===== config.mk =====
export PLATFORM = sky130hd
export DESIGN_NAME = buffered_timer16
export DESIGN_NICKNAME = d
export VERILOG_FILES = /design/src/rtl/tmr16_pkg.sv /design/src/rtl/tmr16_tick_src.sv /design/src/rtl/tmr16_prescale.sv /design/src/rtl/tmr16_bus.sv /design/src/rtl/buffered_timer16.sv
export SDC_FILE = /design/constraint.sdc
export NUM_CORES = 1
export LEC_CHECK = 0
export ABC_AREA = 1
export BUFFER_PORTS_ARGS = -buffer_cell sky130_fd_sc_hd__clkbuf_2
export CORE_UTILIZATION = 30
export DETAILED_ROUTE_END_ITERATION = 6
export SETUP_SLACK_MARGIN = 0.15
export SLEW_MARGIN = 10
export SYNTH_ARGS = -nofsm -noshare
export SYNTH_HDL_FRONTEND = slang
export SYNTH_HIERARCHICAL = 1
export SYNTH_SLANG_ARGS = --single-unit
export TNS_END_PERCENT = 1

===== constraint.sdc =====
create_clock -name clk -period 2.25 [get_ports clk]
set_clock_uncertainty 0.2 [all_clocks]
set_input_delay 0.3375 -clock clk [delete_from_list [all_inputs] [get_ports clk]]
set_output_delay 0.3375 -clock clk [all_outputs]
set_load 0.005 [all_outputs]

===== src/rtl/tmr16_pkg.sv =====
package tmr16_pkg;
  typedef enum logic {
    SRC_INT = 1'b0,
    SRC_EXT = 1'b1
  } src_e;

  typedef enum logic {
    ADDR_LO = 1'b0,
    ADDR_HI = 1'b1
  } addr_e;
endpackage


===== src/rtl/tmr16_tick_src.sv =====
module tmr16_tick_src
  import tmr16_pkg::*;
#(
  parameter int unsigned INST_DIV = 4
) (
  input  logic clk,
  input  logic rst_n,
  input  logic ext_clk_i,
  input  logic src_ext_i,
  input  logic sync_en_i,
  output logic tick_o
);
  localparam int unsigned PH_W = (INST_DIV > 1) ? $clog2(INST_DIV) : 1;
  localparam int unsigned SMP_N = 3;

  logic [PH_W-1:0]  ph_q, ph_d;
  logic [SMP_N-1:0] smp_q, smp_d;
  logic             int_tick;
  logic             edge_byp;
  logic             edge_syn;
  logic             ext_tick;

  always_comb begin
    int_tick = (ph_q == PH_W'(INST_DIV - 1));
    ph_d     = int_tick ? '0 : ph_q + 1'b1;
    smp_d    = {smp_q[SMP_N-2:0], ext_clk_i};
    edge_byp = smp_q[0] & ~smp_q[1];
    edge_syn = smp_q[1] & ~smp_q[2];
    ext_tick = sync_en_i ? edge_syn : edge_byp;
    tick_o   = (src_e'(src_ext_i) == SRC_EXT) ? ext_tick : int_tick;
  end

  always_ff @(posedge clk or negedge rst_n) begin
    if (!rst_n) begin
      ph_q  <= '0;
      smp_q <= '0;
    end else begin
      ph_q  <= ph_d;
      smp_q <= smp_d;
    end
  end

  AST_BYPASS_EDGE_SINGLE: assert property (@(posedge clk) disable iff (!rst_n)
    edge_byp |=> !edge_byp);

  AST_SYNC_EDGE_LAGS: assert property (@(posedge clk) disable iff (!rst_n)
    edge_syn |-> $past(edge_byp));

  generate
    if (INST_DIV > 1) begin : g_div_chk
      AST_INT_TICK_SPACED: assert property (@(posedge clk) disable iff (!rst_n)
        int_tick |=> !int_tick);
    end
  endgenerate
endmodule


===== src/rtl/tmr16_prescale.sv =====
module tmr16_prescale #(
  parameter int unsigned PS_SEL_W = 2
) (
  input  logic                clk,
  input  logic                rst_n,
  input  logic                en_i,
  input  logic                tick_i,
  input  logic                clr_i,
  input  logic [PS_SEL_W-1:0] sel_i,
  output logic                pulse_o
);
  localparam int unsigned CNT_W = ((1 << PS_SEL_W) - 1 > 0) ? (1 << PS_SEL_W) - 1 : 1;

  logic [CNT_W-1:0] pcnt_q, pcnt_d;
  logic [CNT_W-1:0] lim;
  logic             at_lim;
  logic             adv;

  always_comb begin
    lim     = ~({CNT_W{1'b1}} << sel_i);
    at_lim  = (pcnt_q == lim);
    adv     = en_i & tick_i;
    pulse_o = adv & at_lim;
    pcnt_d  = pcnt_q;
    if (clr_i) begin
      pcnt_d = '0;
    end else if (adv) begin
      pcnt_d = at_lim ? '0 : pcnt_q + 1'b1;
    end
  end

  always_ff @(posedge clk or negedge rst_n) begin
    if (!rst_n) begin
      pcnt_q <= '0;
    end else begin
      pcnt_q <= pcnt_d;
    end
  end

  AST_PS_HOLD_WHEN_OFF: assert property (@(posedge clk) disable iff (!rst_n)
    (!en_i && !clr_i) |=> $stable(pcnt_q));

  AST_PS_CLEAR_RESTARTS: assert property (@(posedge clk) disable iff (!rst_n)
    clr_i |=> (!pulse_o || sel_i == '0));
endmodule


===== src/rtl/tmr16_bus.sv =====
module tmr16_bus
  import tmr16_pkg::*;
#(
  parameter int unsigned BYTE_W = 8
) (
  input  logic                clk,
  input  logic                rst_n,
  input  logic                rw16_i,
  input  logic                addr_i,
  input  logic                rd_i,
  input  logic                wr_i,
  input  logic [BYTE_W-1:0]   wdata_i,
  input  logic [2*BYTE_W-1:0] cnt_i,
  output logic [BYTE_W-1:0]   rdata_o,
  output logic                ld_o,
  output logic [2*BYTE_W-1:0] ld_val_o
);
  localparam int unsigned CNT_W = 2 * BYTE_W;

  logic [BYTE_W-1:0] hbuf_q, hbuf_d;
  logic [BYTE_W-1:0] cnt_lo, cnt_hi;
  logic              lo_sel;

  always_comb begin
    cnt_lo = cnt_i[BYTE_W-1:0];
    cnt_hi = cnt_i[CNT_W-1:BYTE_W];
    lo_sel = (addr_e'(addr_i) == ADDR_LO);

    hbuf_d = hbuf_q;
    if (rw16_i && wr_i && !lo_sel) begin
      hbuf_d = wdata_i;
    end else if (rw16_i && rd_i && lo_sel) begin
      hbuf_d = cnt_hi;
    end

    ld_o = wr_i && (lo_sel || !rw16_i);
    if (lo_sel) begin
      ld_val_o = {(rw16_i ? hbuf_q : cnt_hi), wdata_i};
    end else begin
      ld_val_o = {wdata_i, cnt_lo};
    end

    if (lo_sel) begin
      rdata_o = cnt_lo;
    end else begin
      rdata_o = rw16_i ? hbuf_q : cnt_hi;
    end
  end

  always_ff @(posedge clk or negedge rst_n) begin
    if (!rst_n) begin
      hbuf_q <= '0;
    end else begin
      hbuf_q <= hbuf_d;
    end
  end

  AST_SHADOW_READ_PAIR: assert property (@(posedge clk) disable iff (!rst_n)
    (rw16_i && rd_i && lo_sel && !wr_i)
      |=> (!(rw16_i && !lo_sel) || rdata_o == $past(cnt_hi)));

  AST_SHADOW_WRITE_SEEN: assert property (@(posedge clk) disable iff (!rst_n)
    (rw16_i && wr_i && !lo_sel)
      |=> (!(rw16_i && !lo_sel) || rdata_o == $past(wdata_i)));
endmodule


===== src/rtl/buffered_timer16.sv =====
module buffered_timer16
  import tmr16_pkg::*;
#(
  parameter int unsigned BYTE_W   = 8,
  parameter int unsigned INST_DIV = 4,
  parameter int unsigned PS_SEL_W = 2
) (
  input  logic                clk,
  input  logic                rst_n,
  input  logic                cfg_on,
  input  logic                cfg_src_ext,
  input  logic                cfg_sync_en,
  input  logic [PS_SEL_W-1:0] cfg_ps,
  input  logic                cfg_rw16,
  input  logic                ext_clk,
  input  logic                evt_clr,
  input  logic                bus_addr,
  input  logic                bus_rd,
  input  logic                bus_wr,
  input  logic [BYTE_W-1:0]   bus_wdata,
  output logic [BYTE_W-1:0]   bus_rdata,
  input  logic                flag_clr,
  output logic                ovf_flag
);
  localparam int unsigned CNT_W = 2 * BYTE_W;

  logic             tick;
  logic             ps_pulse;
  logic             ld;
  logic [CNT_W-1:0] ld_val;
  logic [CNT_W-1:0] cnt_q, cnt_d;
  logic             flag_q, flag_d;
  logic             wrap;

  tmr16_tick_src #(.INST_DIV(INST_DIV)) i_tick (
    .clk       (clk),
    .rst_n     (rst_n),
    .ext_clk_i (ext_clk),
    .src_ext_i (cfg_src_ext),
    .sync_en_i (cfg_sync_en),
    .tick_o    (tick)
  );

  tmr16_prescale #(.PS_SEL_W(PS_SEL_W)) i_ps (
    .clk     (clk),
    .rst_n   (rst_n),
    .en_i    (cfg_on),
    .tick_i  (tick),
    .clr_i   (ld),
    .sel_i   (cfg_ps),
    .pulse_o (ps_pulse)
  );

  tmr16_bus #(.BYTE_W(BYTE_W)) i_bus (
    .clk      (clk),
    .rst_n    (rst_n),
    .rw16_i   (cfg_rw16),
    .addr_i   (bus_addr),
    .rd_i     (bus_rd),
    .wr_i     (bus_wr),
    .wdata_i  (bus_wdata),
    .cnt_i    (cnt_q),
    .rdata_o  (bus_rdata),
    .ld_o     (ld),
    .ld_val_o (ld_val)
  );

  always_comb begin
    wrap  = ps_pulse && (cnt_q == '1) && !ld;
    cnt_d = cnt_q;
    if (ld) begin
      cnt_d = ld_val;
    end else if (evt_clr) begin
      cnt_d = '0;
    end else if (ps_pulse) begin
      cnt_d = cnt_q + 1'b1;
    end
    if (wrap) begin
      flag_d = 1'b1;
    end else if (flag_clr) begin
      flag_d = 1'b0;
    end else begin
      flag_d = flag_q;
    end
  end

  always_ff @(posedge clk or negedge rst_n) begin
    if (!rst_n) begin
      cnt_q  <= '0;
      flag_q <= 1'b0;
    end else begin
      cnt_q  <= cnt_d;
      flag_q <= flag_d;
    end
  end

  assign ovf_flag = flag_q;

  AST_WRAP_SETS_FLAG: assert property (@(posedge clk) disable iff (!rst_n)
    (ps_pulse && cnt_q == '1 && !ld) |=> ovf_flag);

  AST_FLAG_STICKY: assert property (@(posedge clk) disable iff (!rst_n)
    (ovf_flag && !flag_clr) |=> ovf_flag);

  AST_HOLD_WHEN_OFF: assert property (@(posedge clk) disable iff (!rst_n)
    (!cfg_on && !ld && !evt_clr) |=> $stable(cnt_q));

  AST_EVENT_CLEARS: assert property (@(posedge clk) disable iff (!rst_n)
    (evt_clr && !ld) |=> (cnt_q == '0));

  AST_WRITE_WINS: assert property (@(posedge clk) disable iff (!rst_n)
    ld |=> (cnt_q == $past(ld_val)));
endmodule


* After elaboration in Yosys (flattened, before gate mapping)
Index checks and enable logic that the tools add are counted.
Word-level totals: input bits 22, output and inout port bits 9, word-level logic and storage cells 54, bits in registers 33
Operators by class: shift operators 1, bitwise gates (word level) 8, reductions and logical operators 15, eq/ne operators 4, $add $sub $neg 3, mux-type cells 16
Operator list (number):
- two-way mux 16 bit | 4
- two-way mux 8 bit | 4
- adder 16 x 1 -> 16 bit, second input constant | 1
- == test 16 bit, second input constant | 1
- two-way mux 3 bit | 3
- logical AND 1 bit | 7
- nonzero test 2 bit | 3
- bitwise AND 1 bit | 4
- two-way mux 1 bit | 4
- adder 3 x 1 -> 3 bit, second input constant | 1
- == test 3 bit | 1
- inverter 1 bit | 3
- inverter 3 bit | 1
- nonzero test 3 bit | 1
- left shift 3 x 2 -> 3 bit, first input constant | 1
- adder 2 x 1 -> 2 bit, second input constant | 1
- == test 2 bit, second input constant | 1
- logical NOT 1 bit | 2
- two-way mux 2 bit | 1
- != test 2 bit, second input constant | 1
- AND reduction 2 bit | 1
- logical OR 1 bit | 1

* Depth between registers and ports, before layout
depth after elaboration 9, gate-level depth with buffers 12, gate-level depth less buffers 12

* Cells and area by module
Netlist, hierarchy kept.
Modules (own cells, without submodules):
- buffered_timer16 | seq. area each 425.4 um2, instances 1, cells each 168, area an instance 1186.1 um2
- tmr16_bus | seq. area each 200.2 um2, instances 1, cells each 144, area an instance 899.6 um2
- tmr16_prescale | seq. area each 75.1 um2, instances 1, cells each 31, area an instance 217.7 um2
- tmr16_tick_src | seq. area each 125.1 um2, instances 1, cells each 16, area an instance 176.4 um2

* Worst setup path after synthesis
Ideal clock, no wire load.
path type input port to flip-flop, from input port bus_addr, to register cnt_q[9], data required time 1928 ps, setup slack 242 ps, library setup time 122 ps, path buffers 4, data arrival time 1685 ps, cell stages on the path 10, cell sequence buf_4 buf_2 a21boi_0 buf_6 nor2_8 inv_4 nor2_8 buf_6 a21oi_1 a21oi_1
On the way: longest elaborated chain between the ends 4, elaborated cells between the ends (all ways) 6, those cells by class 2 x mux; 1 x bitwise; 3 x reduce/logical
Ends and longest elaborated chain:
- from (decl) | line buffered_timer16.sv:17 | input logic bus_addr,
- inverter 1 bit * | line tmr16_bus.sv:27 | lo_sel = (addr_e'(addr_i) == ADDR_LO);
- logical OR 1 bit * | line tmr16_bus.sv:36 | ld_o = wr_i && (lo_sel || !rw16_i);
- logical AND 1 bit * | line tmr16_bus.sv:36
- via ld | line buffered_timer16.sv:29 | logic ld;
- nonzero test 3 bit (no source line) or two-way mux 16 bit (tied branches)
- to (signal assigned) | line buffered_timer16.sv:92 | cnt_q <= cnt_d;
- to (decl) | line buffered_timer16.sv:31 | logic [CNT_W-1:0] cnt_q, cnt_d;
Mark *: on every way through the listed nets, which the timed path passes. The rest lies on a longest branch. The select of a mux whose other input is x is not followed. A chain may end at the register's enable or synchronous reset.

* Worst setup path in the final report
from register i_tick.ph_q[0], to register cnt_q[15]
On the way: longest elaborated chain between the ends 5
Ends and longest elaborated chain:
- from (decl) | line tmr16_tick_src.sv:16 | logic [PH_W-1:0] ph_q, ph_d;
- from (signal assigned) | line tmr16_tick_src.sv:38 | ph_q <= ph_d;
- == test 2 bit | line tmr16_tick_src.sv:24 | int_tick = (ph_q == PH_W'(INST_DIV - 1));
- two-way mux 1 bit | line tmr16_tick_src.sv:30 | tick_o = (src_e'(src_ext_i) == SRC_EXT) ? ext_tick : int_tick;
- via tick | line buffered_timer16.sv:27 | logic tick;
- bitwise AND 1 bit | line tmr16_prescale.sv:22 | adv = en_i & tick_i;
- bitwise AND 1 bit | line tmr16_prescale.sv:23 | pulse_o = adv & at_lim;
- via ps_pulse | line buffered_timer16.sv:28 | logic ps_pulse;
- nonzero test 3 bit (no source line)
The timed path passes the listed nets, and every way through them passes these cells.

==> results by stage <==
Status:
- The flow ran to the end, and the final reports show no timing, DRC or antenna violations.

Setup path:
- The data required time at the worst endpoint is 2260 ps.
- The highest cell delay on the worst timing path is 390 ps.
- The highest net fanout along the worst path is 17.
- The nature of the critical path endpoint is a flop.
- The most numerous cell on the critical path is nand2_1.
- The worst endpoint data arrival time is 1940 ps.
- The worst setup path is launched from a flop.
- The critical path goes through ha_1 -> nand2_1 -> nand2_1 -> nand2_1 -> nor2_1 -> buf_4 -> nor2_8 -> buf_4 -> a21oi_1 -> a21oi_1.
- The critical path's slowest cell is dfrtp_1.
- The critical path start-end classification is flop to flop.

Logic synthesis:
- The number of nets in the synthesized netlist is 384.
- The number of synthesized flops with an enable pin is 0.
- Synthesis instantiated 32 different standard cells from the library.
- The share of flip-flops with an asynchronous set or reset after synthesis is 100%.
- The proportion of netlist area held by the largest area contributor is roughly a third.
- The Yosys step of the flow raised 6 warnings.
- By area the synthesized netlist is led by dfrtp_1, nand2_1, nand3_1, inv_1, a21oi_1.
- The area of the mapped netlist is 2480 µm².
- Among all flip-flop cells after synthesis, the most frequent one is dfrtp_1.
- Counting every instance in the synthesized netlist gives 359.
- Synthesis inferred 33 register bits.
- The mean post-synth cell area is 6.91 µm².
- The cell type contributing the most total cell area after synthesis is dfrtp_1.
- For this run, the register share of the synthesized area comes to 33.3%.

Power and ir drop:
- Sequential cells account for 45.5% of the total power.
- The internal power consumption is 1.08 mW.
- IR analysis of the VDD net gives a maximum drop of 0.000274 V.
- The proportion of total power due to net switching is 36.2%.
- Dividing total power by cell area gives a power density of 600 nW/µm².
- In this run the power spent charging and discharging nets is 611 µW.
- Per report_power, the clock group accounts for 26.8% of the total.
- The reported leakage power is 1.37 nW.
- Of the total power, combinational logic draws about 28%.

Drt:
- The residual antenna-violating net count after detailed routing is 0.
- The via count is 2,400.
- The first detailed-routing pass took 4 iterations.
- The violation count after the first detailed-routing iteration is 137.
- After detailed routing, the number of remaining DRC violations is 0.
- The detailed-route vias per instance is 4.87.
- Dividing the detail-routed wire length by the instance count gives about 13 µm.
- The final routed wirelength across all metal layers is between 6000 and 7000 µm.

Job:
- The max-capacitance violation count is 0.

Clock network:
- The clock tree from TritonCTS is yes.
- The longest clock path from root to sink contains 2 buffers.
- The number of buffers created by CTS is 5.
- The total number of H-tree levels is 2.
- Hold repair after CTS inserted 2 buffers.
- The clock reaches the later pin of the worst-skew pair after 290 ps.
- The clock input transition at the sequential cells of the worst setup and hold paths is approximately 80 ps.
- The tree built by TritonCTS fans out to 33 sinks.
- The buffer type at the clock tree root is clkbuf_8.
- The post-cts sizing count is 0.
- In this run the post-CTS setup repair buffer count came out at 0.

Floorplan:
- For this design the top-level I/O count stands at 31.
- The placement row count is 32.
- The x dimension of the die is 92.9 µm.
- The floorplan core area is between 7000 and 8000 µm².
- The starting density of the core is 31.6%.
- The full die area is 8630 µm².
- The die is 92.9 µm tall.

Final layout:
- Fill cells in the final layout number between 800 and 900.
- Relative to the synthesized area, the layout overhead comes to 13.4%.
- The final layout contains around 420 nets.
- The final standard cell count with taps included and fillers excluded is about 490.
- Summing all non-filler instances in the final layout gives an area of between 2000 and 3000 µm².
- The layout cell share with drive strength beyond 1 is 16.9%.
- For this run, the share of the core covered by cells in the final layout is 35.8%.
- The number of antenna diodes in the final layout is 0.

Place:
- The final weighted congestion in routability-driven placement is 0.923.
- The detailed placer's ending HPWL is 4820 µm.
- The placed instances occupy a cell area of around 2700 µm².
- The count of buffers from port buffering is 30.
- The count of placed standard cells including taps is approximately 480.

Timing:
- Setup violations remaining at the end of the flow were counted as 0.
- The achievable clock frequency is between 500 and 600 MHz.
- The number of failing hold endpoints at the final stage is 0.
- The post-layout minimum cycle time is 1930 ps.
- The portion of the clock cycle consumed by the worst path in the final layout is roughly 86%.
- The normalized max-slew margin is slightly above 70%.
- The number of max-slew violations in the final report is 0.
- The actual transition at the worst max-transition pin is between 400 and 500 ps.
- Setup repair after global routing left no endpoint under its margin.
- The final worst hold slack is ~46 ps.
- The setup TNS is 0 ps.

Global route:
- After global routing the overflow that remains totals 0.
- The number of antenna violations at the first check in global routing is 0.
- The all-layer global routing usage is 16.1%.
- The number of global-route vias before repair is 2,262.
- The global-route wire length before repair is ~11,000 µm.
- Entering global routing, the biggest net connects 42 pins.

Worst hold path:
- The kind of path behind the tightest hold check is input pin to flop.
[cells in the final DEF (no fill, tap or decap), types with 4 or more instances in the layout]
| master | instances |
|---|---|
| nand2_1 | 89 |
| nand3_1 | 42 |
| inv_1 | 40 |
| dfrtp_1 | 33 |
| clkbuf_2 | 30 |
| a21oi_1 | 28 |
| nor2_1 | 26 |
| o21ai_1 | 18 |
| o21ai_0 | 13 |
| nand4_1 | 11 |
| o21a_1 | 8 |
| buf_4 | 7 |
| clkbuf_8 | 5 |
| a22oi_1 | 4 |
[state kept, by name, summed over array words and instances (netlist names)]
name,count
i_tick/ph_q,2
ovf_flag,1
i_tick/smp_q,3
i_bus/hbuf_q,8
i_ps/pcnt_q,3
cnt_q,16
[final cells by class]
type                    count  area, µm²  share of cell area [%]
clock buffers               5       68.8                    2.45
clock inverters             3       17.5                   0.623
inverters                  43        166                    5.92
multi-input cells         267       1360                    48.5
flip-flops and latches     33        826                    29.4
well taps                 102        128                    4.54
repair buffers             40        243                    8.63
[per-stage QoR]
step	worst slack, ps	total power, mW
floorplan	242	1.09
global placement	364	1.23
detailed placement	331	1.24
CTS	324	1.70
global route	152	1.82
finish	320	1.69
[power by group through the flow]
stage / logic (mW) / registers (mW) / clock network, mW
finish: 0.467 / 0.769 / 0.452
floorplan: 0.346 / 0.748 / 0
global placement: 0.459 / 0.775 / 0
detailed placement: 0.468 / 0.774 / 0
global route: 0.541 / 0.783 / 0.495
CTS: 0.471 / 0.766 / 0.467
[Yosys cell counts (4+ instances only)]
library cell / count
buf_6: 7
o21ai_1: 18
nand3_1: 42
a22oi_1: 4
dfrtp_1: 33
buf_2: 6
nand2_1: 89
nand4_1: 11
inv_1: 40
a21oi_1: 28
o21a_1: 8
nor2_1: 26
o21ai_0: 13
[routing by layer]
| layer | global-route usage [%] | vias up | wire, µm |
|---|---|---|---|
| li1 | - | 1248 | - |
| met1 | 21.8 | 1105 | 3070 |
| met2 | 25.6 | 41 | 2960 |
| met3 | 2.79 | 6 | 226 |
| met4 | 5.90 | 0 | 93 |
| met5 | 0 | - | 0 |
[worst paths after layout]
path	slack [ps]	to	depth (start not counted)	start
max	320	cnt_q[15]$_DFFE_PN0P_	10	i_tick/ph_q[0]$_DFF_PN0_
min	50	ovf_flag$_DFFE_PN0P_	2	flag_clr
max reg2reg	320	cnt_q[15]$_DFFE_PN0P_	10	i_tick/ph_q[0]$_DFF_PN0_
min reg2reg	180	i_tick/smp_q[1]$_DFF_PN0_	0	i_tick/smp_q[0]$_DFF_PN0_
max in group asynchronous	930	i_ps/pcnt_q[0]$_DFFE_PN0P_	3	rst_n
min in group asynchronous	310	cnt_q[7]$_DFFE_PN0P_	2	rst_n
[cell families (layout without fill, tap and decap cells)]
logic type	Yosys count	count (layout)	synth area share (%)
AOI/OAI and AO/OA	79	79	18.0
xor gates and xnor gates	1	1	0.353
adders and majority gates	3	3	1.51
buffers and inverters	59	91	11.9
DFF	33	33	33.3
and+or+nand+nor	184	184	35.0
[critical path, delay by kind of cell (launching register included)]
kind | cells | cell delay, ps
buffers and inverters | 2 | 380
adders and majority gates | 1 | 210
DFF | 1 | 390
AOI/OAI and AO/OA | 2 | 220
and+or+nand+nor | 5 | 440
Power figures use the tool's default switching activity.
